===== config.mk =====
export PLATFORM = sky130hd
export DESIGN_NAME = seg_xlate_front
export DESIGN_NICKNAME = d
export VERILOG_FILES = /design/src/rtl/xlate_pkg.sv /design/src/rtl/xlate_route_dec.sv /design/src/rtl/xlate_seg_base.sv /design/src/rtl/seg_xlate_front.sv
export SDC_FILE = /design/constraint.sdc
export NUM_CORES = 1
export LEC_CHECK = 0
export BUFFER_PORTS_ARGS = -buffer_cell sky130_fd_sc_hd__buf_2
export CAP_MARGIN = 10
export CORE_MARGIN = 5
export CORE_UTILIZATION = 40
export DETAILED_ROUTE_END_ITERATION = 7
export PLACE_DENSITY = 0.84
export SYNTH_ARGS = -nofsm -noshare
export SYNTH_HDL_FRONTEND = slang
export SYNTH_HIERARCHICAL = 1
export SYNTH_SLANG_ARGS = --single-unit

===== constraint.sdc =====
create_clock -name clk -period 1.8 [get_ports clk]
set_input_delay 0.18 -clock clk [delete_from_list [all_inputs] [get_ports clk]]
set_output_delay 0.18 -clock clk [all_outputs]
set_load 0.03 [all_outputs]

===== src/rtl/xlate_pkg.sv =====
package xlate_pkg;
  typedef enum logic [1:0] {
    ACC_READ  = 2'b00,
    ACC_WRITE = 2'b01,
    ACC_EXEC  = 2'b10,
    ACC_SPARE = 2'b11
  } acc_kind_e;

  typedef enum logic [1:0] {
    RT_PASS = 2'b00,
    RT_SEG  = 2'b01,
    RT_WALK = 2'b10
  } route_e;

  localparam logic [2:0] PERM_ALL  = 3'b111;
  localparam logic [2:0] PERM_NONE = 3'b000;
endpackage


===== src/rtl/xlate_route_dec.sv =====
module xlate_route_dec
  import xlate_pkg::*;
#(
  parameter int SEG_W = 4,
  localparam int NSEG = 1 << SEG_W
) (
  input  logic [1:0]       en_bits,
  input  logic [SEG_W-1:0] seg_idx,
  input  logic [NSEG-1:0]  seg_mask,
  input  logic             user,
  output route_e           route
);
  logic xlate_on;
  logic seg_direct;

  assign xlate_on   = |en_bits;
  assign seg_direct = seg_mask[seg_idx] & ~user;

  always_comb begin
    if (!xlate_on)       route = RT_PASS;
    else if (seg_direct) route = RT_SEG;
    else                 route = RT_WALK;
  end
endmodule


===== src/rtl/xlate_seg_base.sv =====
module xlate_seg_base #(
  parameter int SEG_W = 4,
  localparam int NSEG = 1 << SEG_W,
  localparam int HALF = NSEG / 2,
  localparam int KB_W = HALF * SEG_W
) (
  input  logic [SEG_W-1:0] seg_idx,
  input  logic [KB_W-1:0]  base_lo,
  input  logic [KB_W-1:0]  base_hi,
  output logic [SEG_W-1:0] base_nib
);
  logic [SEG_W-1:0] nib_tab [NSEG];

  for (genvar s = 0; s < HALF; s++) begin : g_slice
    assign nib_tab[s]        = base_lo[s*SEG_W +: SEG_W];
    assign nib_tab[s + HALF] = base_hi[s*SEG_W +: SEG_W];
  end

  assign base_nib = nib_tab[seg_idx];
endmodule


===== src/rtl/seg_xlate_front.sv =====
module seg_xlate_front
  import xlate_pkg::*;
#(
  parameter int ADDR_W = 32,
  parameter int SEG_W  = 4,
  localparam int NSEG  = 1 << SEG_W,
  localparam int KB_W  = (NSEG / 2) * SEG_W,
  localparam int OFF_W = ADDR_W - SEG_W
) (
  input  logic              clk,
  input  logic              rst,
  input  logic              req_valid,
  input  logic [ADDR_W-1:0] req_vaddr,
  input  logic              req_user,
  input  logic [1:0]        req_kind,
  input  logic [1:0]        xlate_en_bits,
  input  logic [NSEG-1:0]   seg_direct_mask,
  input  logic [KB_W-1:0]   kbase_low,
  input  logic [KB_W-1:0]   kbase_high,
  output logic              rsp_valid,
  output logic [ADDR_W-1:0] rsp_paddr,
  output logic [2:0]        rsp_perm,
  output logic              rsp_need_walk,
  output logic              rsp_to_instr
);
  logic [SEG_W-1:0]  seg_idx;
  logic [SEG_W-1:0]  base_nib;
  route_e            route;
  logic [ADDR_W-1:0] nxt_paddr;
  logic [2:0]        nxt_perm;
  logic              nxt_walk;
  logic              nxt_instr;

  assign seg_idx = req_vaddr[ADDR_W-1 -: SEG_W];

  xlate_route_dec #(.SEG_W(SEG_W)) u_route (
    .en_bits  (xlate_en_bits),
    .seg_idx  (seg_idx),
    .seg_mask (seg_direct_mask),
    .user     (req_user),
    .route    (route)
  );

  xlate_seg_base #(.SEG_W(SEG_W)) u_base (
    .seg_idx  (seg_idx),
    .base_lo  (kbase_low),
    .base_hi  (kbase_high),
    .base_nib (base_nib)
  );

  always_comb begin
    nxt_instr = (acc_kind_e'(req_kind) == ACC_EXEC);
    unique case (route)
      RT_SEG: begin
        nxt_paddr = {base_nib, req_vaddr[OFF_W-1:0]};
        nxt_perm  = PERM_ALL;
        nxt_walk  = 1'b0;
      end
      RT_WALK: begin
        nxt_paddr = req_vaddr;
        nxt_perm  = PERM_NONE;
        nxt_walk  = 1'b1;
      end
      default: begin
        nxt_paddr = req_vaddr;
        nxt_perm  = PERM_ALL;
        nxt_walk  = 1'b0;
      end
    endcase
  end

  always_ff @(posedge clk) begin
    if (rst) begin
      rsp_valid     <= 1'b0;
      rsp_paddr     <= '0;
      rsp_perm      <= '0;
      rsp_need_walk <= 1'b0;
      rsp_to_instr  <= 1'b0;
    end else begin
      rsp_valid <= req_valid;
      if (req_valid) begin
        rsp_paddr     <= nxt_paddr;
        rsp_perm      <= nxt_perm;
        rsp_need_walk <= nxt_walk;
        rsp_to_instr  <= nxt_instr;
      end
    end
  end
endmodule


==> results.toml, run 1 <==
[global_routing]
global_route_met2_utilization_pct = 30.9
grt.overflow.total = 0
gr-usage-met3_pct = 3.47
grt_first_pass_wirelength_um = 8570
grt_busiest_layer = "met2"
antenna_violations_before_repair = 0
m1_gr_usage_pct = 17.3
grt_max_degree = 37
grt.total_usage_pct = 16.2
via_count_of_the_first_global_routing_pass = 2066

[final_layout]
final_layout_size_suffix_gt1_share_pct = 51.6
antenna_cells = 0
num-fill-cells = 427
finalNonFillerCells = 413
final_net_count = 462
final_design_area_no_fill_um2 = 3020
synthToLayoutAreaGrowth_pct = 42.6

[drt]
remaining_drc_errors = 0
vias = 2057
detail_route.wl_per_cell_um = 13.7
drt-vias-per-instance = 4.98
first_pass_iters = 4
drt_wl_total_um = 5670
drtIter0Drc = 58
postRouteAntennaNets = 0

[sta]
setup_tns_ns = 0
timing_max_transition_violations_final = 0
finalCriticalPeriod_ns = 1.64
final.period_utilization_pct = 91.1
clock.fmax_ghz = 0.610
skew_ns = 0
postLayoutSetupSlackWorst_ns = 0.161
max_slew.worst_pin.slew_ns = 0.604
grt_setup_unrepaired = "false"
hold_viol_final = 0
report.final.setup_viol = 0
max-slew-margin-rel_pct = 59.7

[logic_synthesis]
yosysWarningCount = 6
syn-instance-count = 188
post_synth_instance_area_um2 = 2120
synthDistinctLibCells = 27
syn_nets = 308
ys_seq_area_share_pct = 34.1
syn_avg_cell_area_um2 = 11.3
synth_seq_cells = 36

[placed_design]
place.detailed.hpwl_um = 4760
io_buffers = 157
finalWeightedCongestion = 0.861
place_area_um2 = 2920
placement.setup.worst_slack_ns = -0.113
post-place-cells = 405

[clocking]
clock_path_buffers = 2
postCtsHoldBufs = 0
clock_tree_from_tritoncts = "done"
numCtsBuffers = 5
cts_root_buffer = "clkbuf_8"
cts.reportedPaths.clkPinSlew_ns = 0.07
clock_insertion_delay_worst_skew_ns = 0.27
clock_sinks = 36
cts_max_level = 2

[floorplanning]
core_region_area_um2 = 5110
start_util_pct = 41.4
die-width_um = 82.7
floorplan.die_area_um2 = 6840
die_height_um = 82.7
ios = 158
rows = 26

[worst_setup_path]
critical_path_required_ns = 1.94
highest_fanout_seen_on_the_critical_path = 7
critical_path.endpoint_type = "register"
critical_path_arrival_ns = 1.78
critPathKind = "in -> reg"
timing.critical_path.from_type = "input port"

[worst_hold_path]
worst_hold_path_class = "in -> reg"

[flow_run]
max_cap_violation_count = 0

[status]
status = "completed"

[power]
power_density_nw_per_um2 = 668
power_leakage_nw = 1.60
vdd_ir_drop_max_mv = 0.318
report.power.total_mw = 2.02
[cells by family after synthesis]
logic type	count (synthesis)	synth area share, %
simple gates	61	14.3
mux	50	36.8
flops	36	34.1
buf+inv	21	7.51
compound gates	20	7.33
[synth_stat cells (all sizes together)]
| library cell | number | area [um^2] |
|---|---|---|
| o211ai | 1 | 12.5 |
| clkbuf | 4 | 16.3 |
| nand3b | 2 | 15.0 |
| nand2 | 4 | 15.0 |
| a22oi | 5 | 37.5 |
| o211a | 2 | 20.0 |
| nand2b | 5 | 31.3 |
| nor2 | 32 | 120 |
| inv | 5 | 18.8 |
| dfxtp | 36 | 721 |
| nor2b | 3 | 18.8 |
| buf | 12 | 124 |
| and2b | 1 | 7.51 |
| a311oi | 4 | 35.0 |
| a21oi | 4 | 20.0 |
| nor4bb | 4 | 40.0 |
| nand3 | 10 | 55.1 |
| mux4 | 18 | 458 |
| mux2i | 32 | 320 |
| o21bai | 4 | 30.0 |
[critical path: stages]
cell and delay (ns):
buf_2 0.11, buf_4 0.18, mux4_2 0.50, nand2b_1 0.17
nand3_2 0.08, o211a_1 0.25, nand2b_1 0.20, a311oi_1 0.11
[metal layers]
metal	vias to the layer above	routed length, um
met5	-	0
met4	0	98
met3	8	510
met2	102	2960
met1	933	2100
li1	1014	-
[final timing paths]
path / start / to / slack [ns] / cells after the start
worst max register to register: rsp_paddr[30]$_SDFFE_PP0P_ / rsp_paddr[30]$_SDFFE_PP0P_ / 1.13 / 2
worst min-delay path: req_vaddr[17] / rsp_paddr[17]$_SDFFE_PP0P_ / 0.13 / 3
worst min register to register: rsp_to_instr$_SDFFE_PP0P_ / rsp_to_instr$_SDFFE_PP0P_ / 0.47 / 2
worst max-delay path: req_vaddr[28] / rsp_paddr[30]$_SDFFE_PP0P_ / 0.16 / 8
[cell usage in the layout, fill, tap and decap left out]
cell / count
buf_2: 157
dfxtp_1: 36
mux2i_1: 32
nor2_1: 32
mux4_1: 14
nand3_1: 9
clkbuf_8: 6
inv_1: 5
nand2b_1: 5
a22oi_1: 5
nor4bb_1: 4
o21bai_1: 4
a311oi_1: 4
buf_4: 4
nand2_1: 4
mux4_2: 4
nor2b_1: 3
a21oi_1: 3
nand3b_1: 2
o211a_1: 2
buf_12: 2
clkinvlp_4: 1
clkbuf_1: 1
and2b_1: 1
o211ai_2: 1
nand3_2: 1
a21oi_2: 1
[final cells by class]
type,instances,area (um^2),share of cell area [%]
clock inverters,1,7.51,0.249
repair buffers,163,856,28.4
clock buffers,7,86.3,2.86
inverters,5,18.8,0.622
well taps,70,87.6,2.90
multi-input cells,131,1240,41.1
flip-flops and latches,36,721,23.9
[per-stage QoR]
step | hold slack (ns) | utilization [%]
floorplan | 0.327 | -
global placement | 0.415 | 57.2
detailed placement | 0.421 | 57.2
CTS | 0.119 | 59.0
global route | 0.128 | 59.1
finish | 0.125 | 59.1
[sequential cells by signal, indices dropped and copies added, names as in the netlist]
register       cells
rsp_need_walk      1
rsp_paddr         32
rsp_perm           1
rsp_to_instr       1
rsp_valid          1
[what timing repair did]
action / CTS / global route
gates resized for setup: 0 / 1
setup endpoints to repair: 0 / 1
setup buffers: 0 / 0
[power by group]
part	switching [mW]	internal, mW	total (mW)
Sequential	0.0234	0.847	0.870
Combinational	0.292	0.276	0.568
Clock	0.267	0.311	0.577
Note: power is estimated with default switching activity, not from simulation.
==> inputs of run 2 (changes only) <==
Settings changed: ABC_AREA from default to 1, PLACE_DENSITY 0.84 to 0.8, SKIP_LAST_GASP from default to 1.
==> results.toml, run 2 <==
[clocking]
numCtsBuffers = 5
clock_insertion_delay_worst_skew_ns = 0.27
cts_root_buffer = "clkbuf_8"
clock_path_buffers = 2
cts-resized-gates = 0
clock_tree_from_tritoncts = "done"
cts_max_level = 2
postCtsHoldBufs = 0
postCtsSetupBuffers = 0
clock_sinks = 36
cts.reportedPaths.clkPinSlew_ns = 0.06

[sta]
finalCriticalPeriod_ns = 1.42
postLayoutSetupSlackWorst_ns = 0.383
report.final.setup_viol = 0
grt_setup_unrepaired = "false"
skew_ns = 0
setup_tns_ns = 0
clock.fmax_ghz = 0.706
timing_max_transition_violations_final = 0
hold_ws_ns = 0.121
hold_viol_final = 0
max_slew.worst_pin.slew_ns = 0.447
max-slew-margin-rel_pct = 70.1
final.period_utilization_pct = 78.7

[placed_design]
placement.setup.worst_slack_ns = 0.113
place.detailed.hpwl_um = 5920
post-place-cells = 636
io_buffers = 157
finalWeightedCongestion = 0.866

[global_routing]
grt.overflow.total = 0
via_count_of_the_first_global_routing_pass = 2771
grt.total_usage_pct = 17.8
grt_max_degree = 34
antenna_violations_before_repair = 0
grt_first_pass_wirelength_um = 11500

[final_layout]
leading_cell_type_in_the_layout_fill_and_taps_excluded = "buf_2"
final_net_count = 688
synthToLayoutAreaGrowth_pct = 31.6
final_layout_size_suffix_gt1_share_pct = 32.4
max_reg_flops = 32
mostFrequentLayoutCells = "157 x buf_2, 107 x nand2_1, 70 x nor2_1"
most_flop_heavy_register = "rsp_paddr"
num-fill-cells = 620
finalNonFillerCells = 643
antenna_cells = 0

[worst_setup_path]
critical_path.endpoint_type = "register"
critical_path_required_ns = 1.96
timing.critical_path.buf_inv = 3
timing.critical_path.max_delay_family = "buffers and inverters"
timing.critical_path.from_type = "input port"
cell_type_of_the_slowest_stage_on_the_worst_timing_path = "buf_4"
highest_fanout_seen_on_the_critical_path = 33
critical_path.max_stage_delay_ns = 0.36
critical_path_arrival_ns = 1.58
path_cells = "buf_2 > buf_4 > inv_6 > nand2_1 > nand2_1 > nand2_1 > nand3_1 > nand3_1 > nand2_1 > nand3_1 > nand2_1 > nor2_1 > nor2_1"
critical-path-top-cell-by-count = "nand2_1"
critPathKind = "in -> reg"

[drt]
vias = 2969
postRouteAntennaNets = 0
remaining_drc_errors = 0
drt_wl_total_um = 7270
drtIter0Drc = 119
detail_route.wl_per_cell_um = 11.3
first_pass_iters = 4
drt-vias-per-instance = 4.62

[power]
vdd_ir_drop_max_mv = 0.460
power_density_nw_per_um2 = 626
power_leakage_nw = 2.02

[worst_hold_path]
worst_hold_path_class = "in -> reg"

[logic_synthesis]
synth_edf_count = 0
ys_dominant_reg_cell = "dfxtp_1"
syn_nets = 545
ys_async_sr_fraction_pct = 0
syn-instance-count = 425
synth_seq_cells = 36
syn_avg_cell_area_um2 = 5.81
post_synth_instance_area_um2 = 2470
synthTopCellsByArea = "dfxtp_1 29%, nand2_1 16%, nand3_1 13%"
synthDistinctLibCells = 21
synth_top_cell_area_share_pct = 29.2
library_cell_with_the_highest_instance_count_after_synthesis = "nand2_1"
yosysWarningCount = 6
ys_seq_area_share_pct = 29.2
synth.top_cells.by_count = "107 x nand2_1, 70 x nor2_1, 66 x inv_1, 63 x nand3_1, 36 x dfxtp_1"
synthDominantAreaCellType = "dfxtp_1"

[floorplanning]
ios = 158
die_height_um = 88.5
die-width_um = 88.5
rows = 28
start_util_pct = 41.4
core_region_area_um2 = 5960
floorplan.die_area_um2 = 7840

[status]
status = "completed"

[flow_run]
max_cap_violation_count = 0
run 2: path summary, 6_finish.rpt:
kind | start | end | cells after the start | slack (ns)
worst min-delay path | rst | rsp_need_walk$_SDFFE_PP0P_ | 2 | 0.12
worst max-delay path | req_vaddr[28] | rsp_paddr[28]$_SDFFE_PP0P_ | 13 | 0.38
worst max register to register | rsp_perm[1]$_SDFFE_PP0P_ | rsp_perm[1]$_SDFFE_PP0P_ | 2 | 1.12
worst min register to register | rsp_need_walk$_SDFFE_PP0P_ | rsp_need_walk$_SDFFE_PP0P_ | 2 | 0.46
run 2: through the flow:
step	utilization (%)	cell area [um^2]	power (mW)
final	54.5	3250	2.03
after global routing	54.5	3250	2.18
after CTS	54.5	3250	2.06
after detailed placement	53.2	3170	1.55
after global placement	53.2	3170	1.54
after floorplan	-	2470	1.33
run 2: area by class of cell:
| type | instances | area, um^2 | area share (%) |
|---|---|---|---|
| multi-input combinational | 288 | 1240 | 38.2 |
| tap | 75 | 93.8 | 2.89 |
| clock inverter | 1 | 5.00 | 0.154 |
| inverter | 76 | 300 | 9.25 |
| sequential | 36 | 721 | 22.2 |
| clock buffer | 6 | 72.6 | 2.24 |
| timing repair buffer | 161 | 816 | 25.1 |
run 2: power breakdown:
| part | internal, mW | switching (mW) | leakage [nW] | total (mW) |
|---|---|---|---|---|
| logic | 0.246 | 0.404 | 1.68 | 0.649 |
| registers | 0.853 | 0.0244 | 0.299 | 0.877 |
| clock network | 0.263 | 0.245 | 0.0410 | 0.508 |
| total | 1.36 | 0.673 | 2.02 | 2.03 |
run 2: logic make-up after synthesis:
| family | synth area share, % |
|---|---|
| compound gates | 8.47 |
| buf+inv | 20.6 |
| flops | 29.2 |
| simple gates | 41.7 |
run 2: metal layers:
metal | routed length, um | global-route usage [%] | share of wire, % | vias to the layer above
met2 | 3690 | 32.3 | 51 | 98
met1 | 2980 | 22.0 | 41 | 1294
met5 | 0 | 0 | 0 | -
met3 | 482 | 2.51 | 6.6 | 10
met4 | 107 | 4.67 | 1.5 | 0
li1 | - | - | - | 1567
run 2: worst register-to-register path: stages (launching register included):
cell     delay, ns
dfxtp_1       0.33
o21ai_0       0.17
a21oi_1       0.06
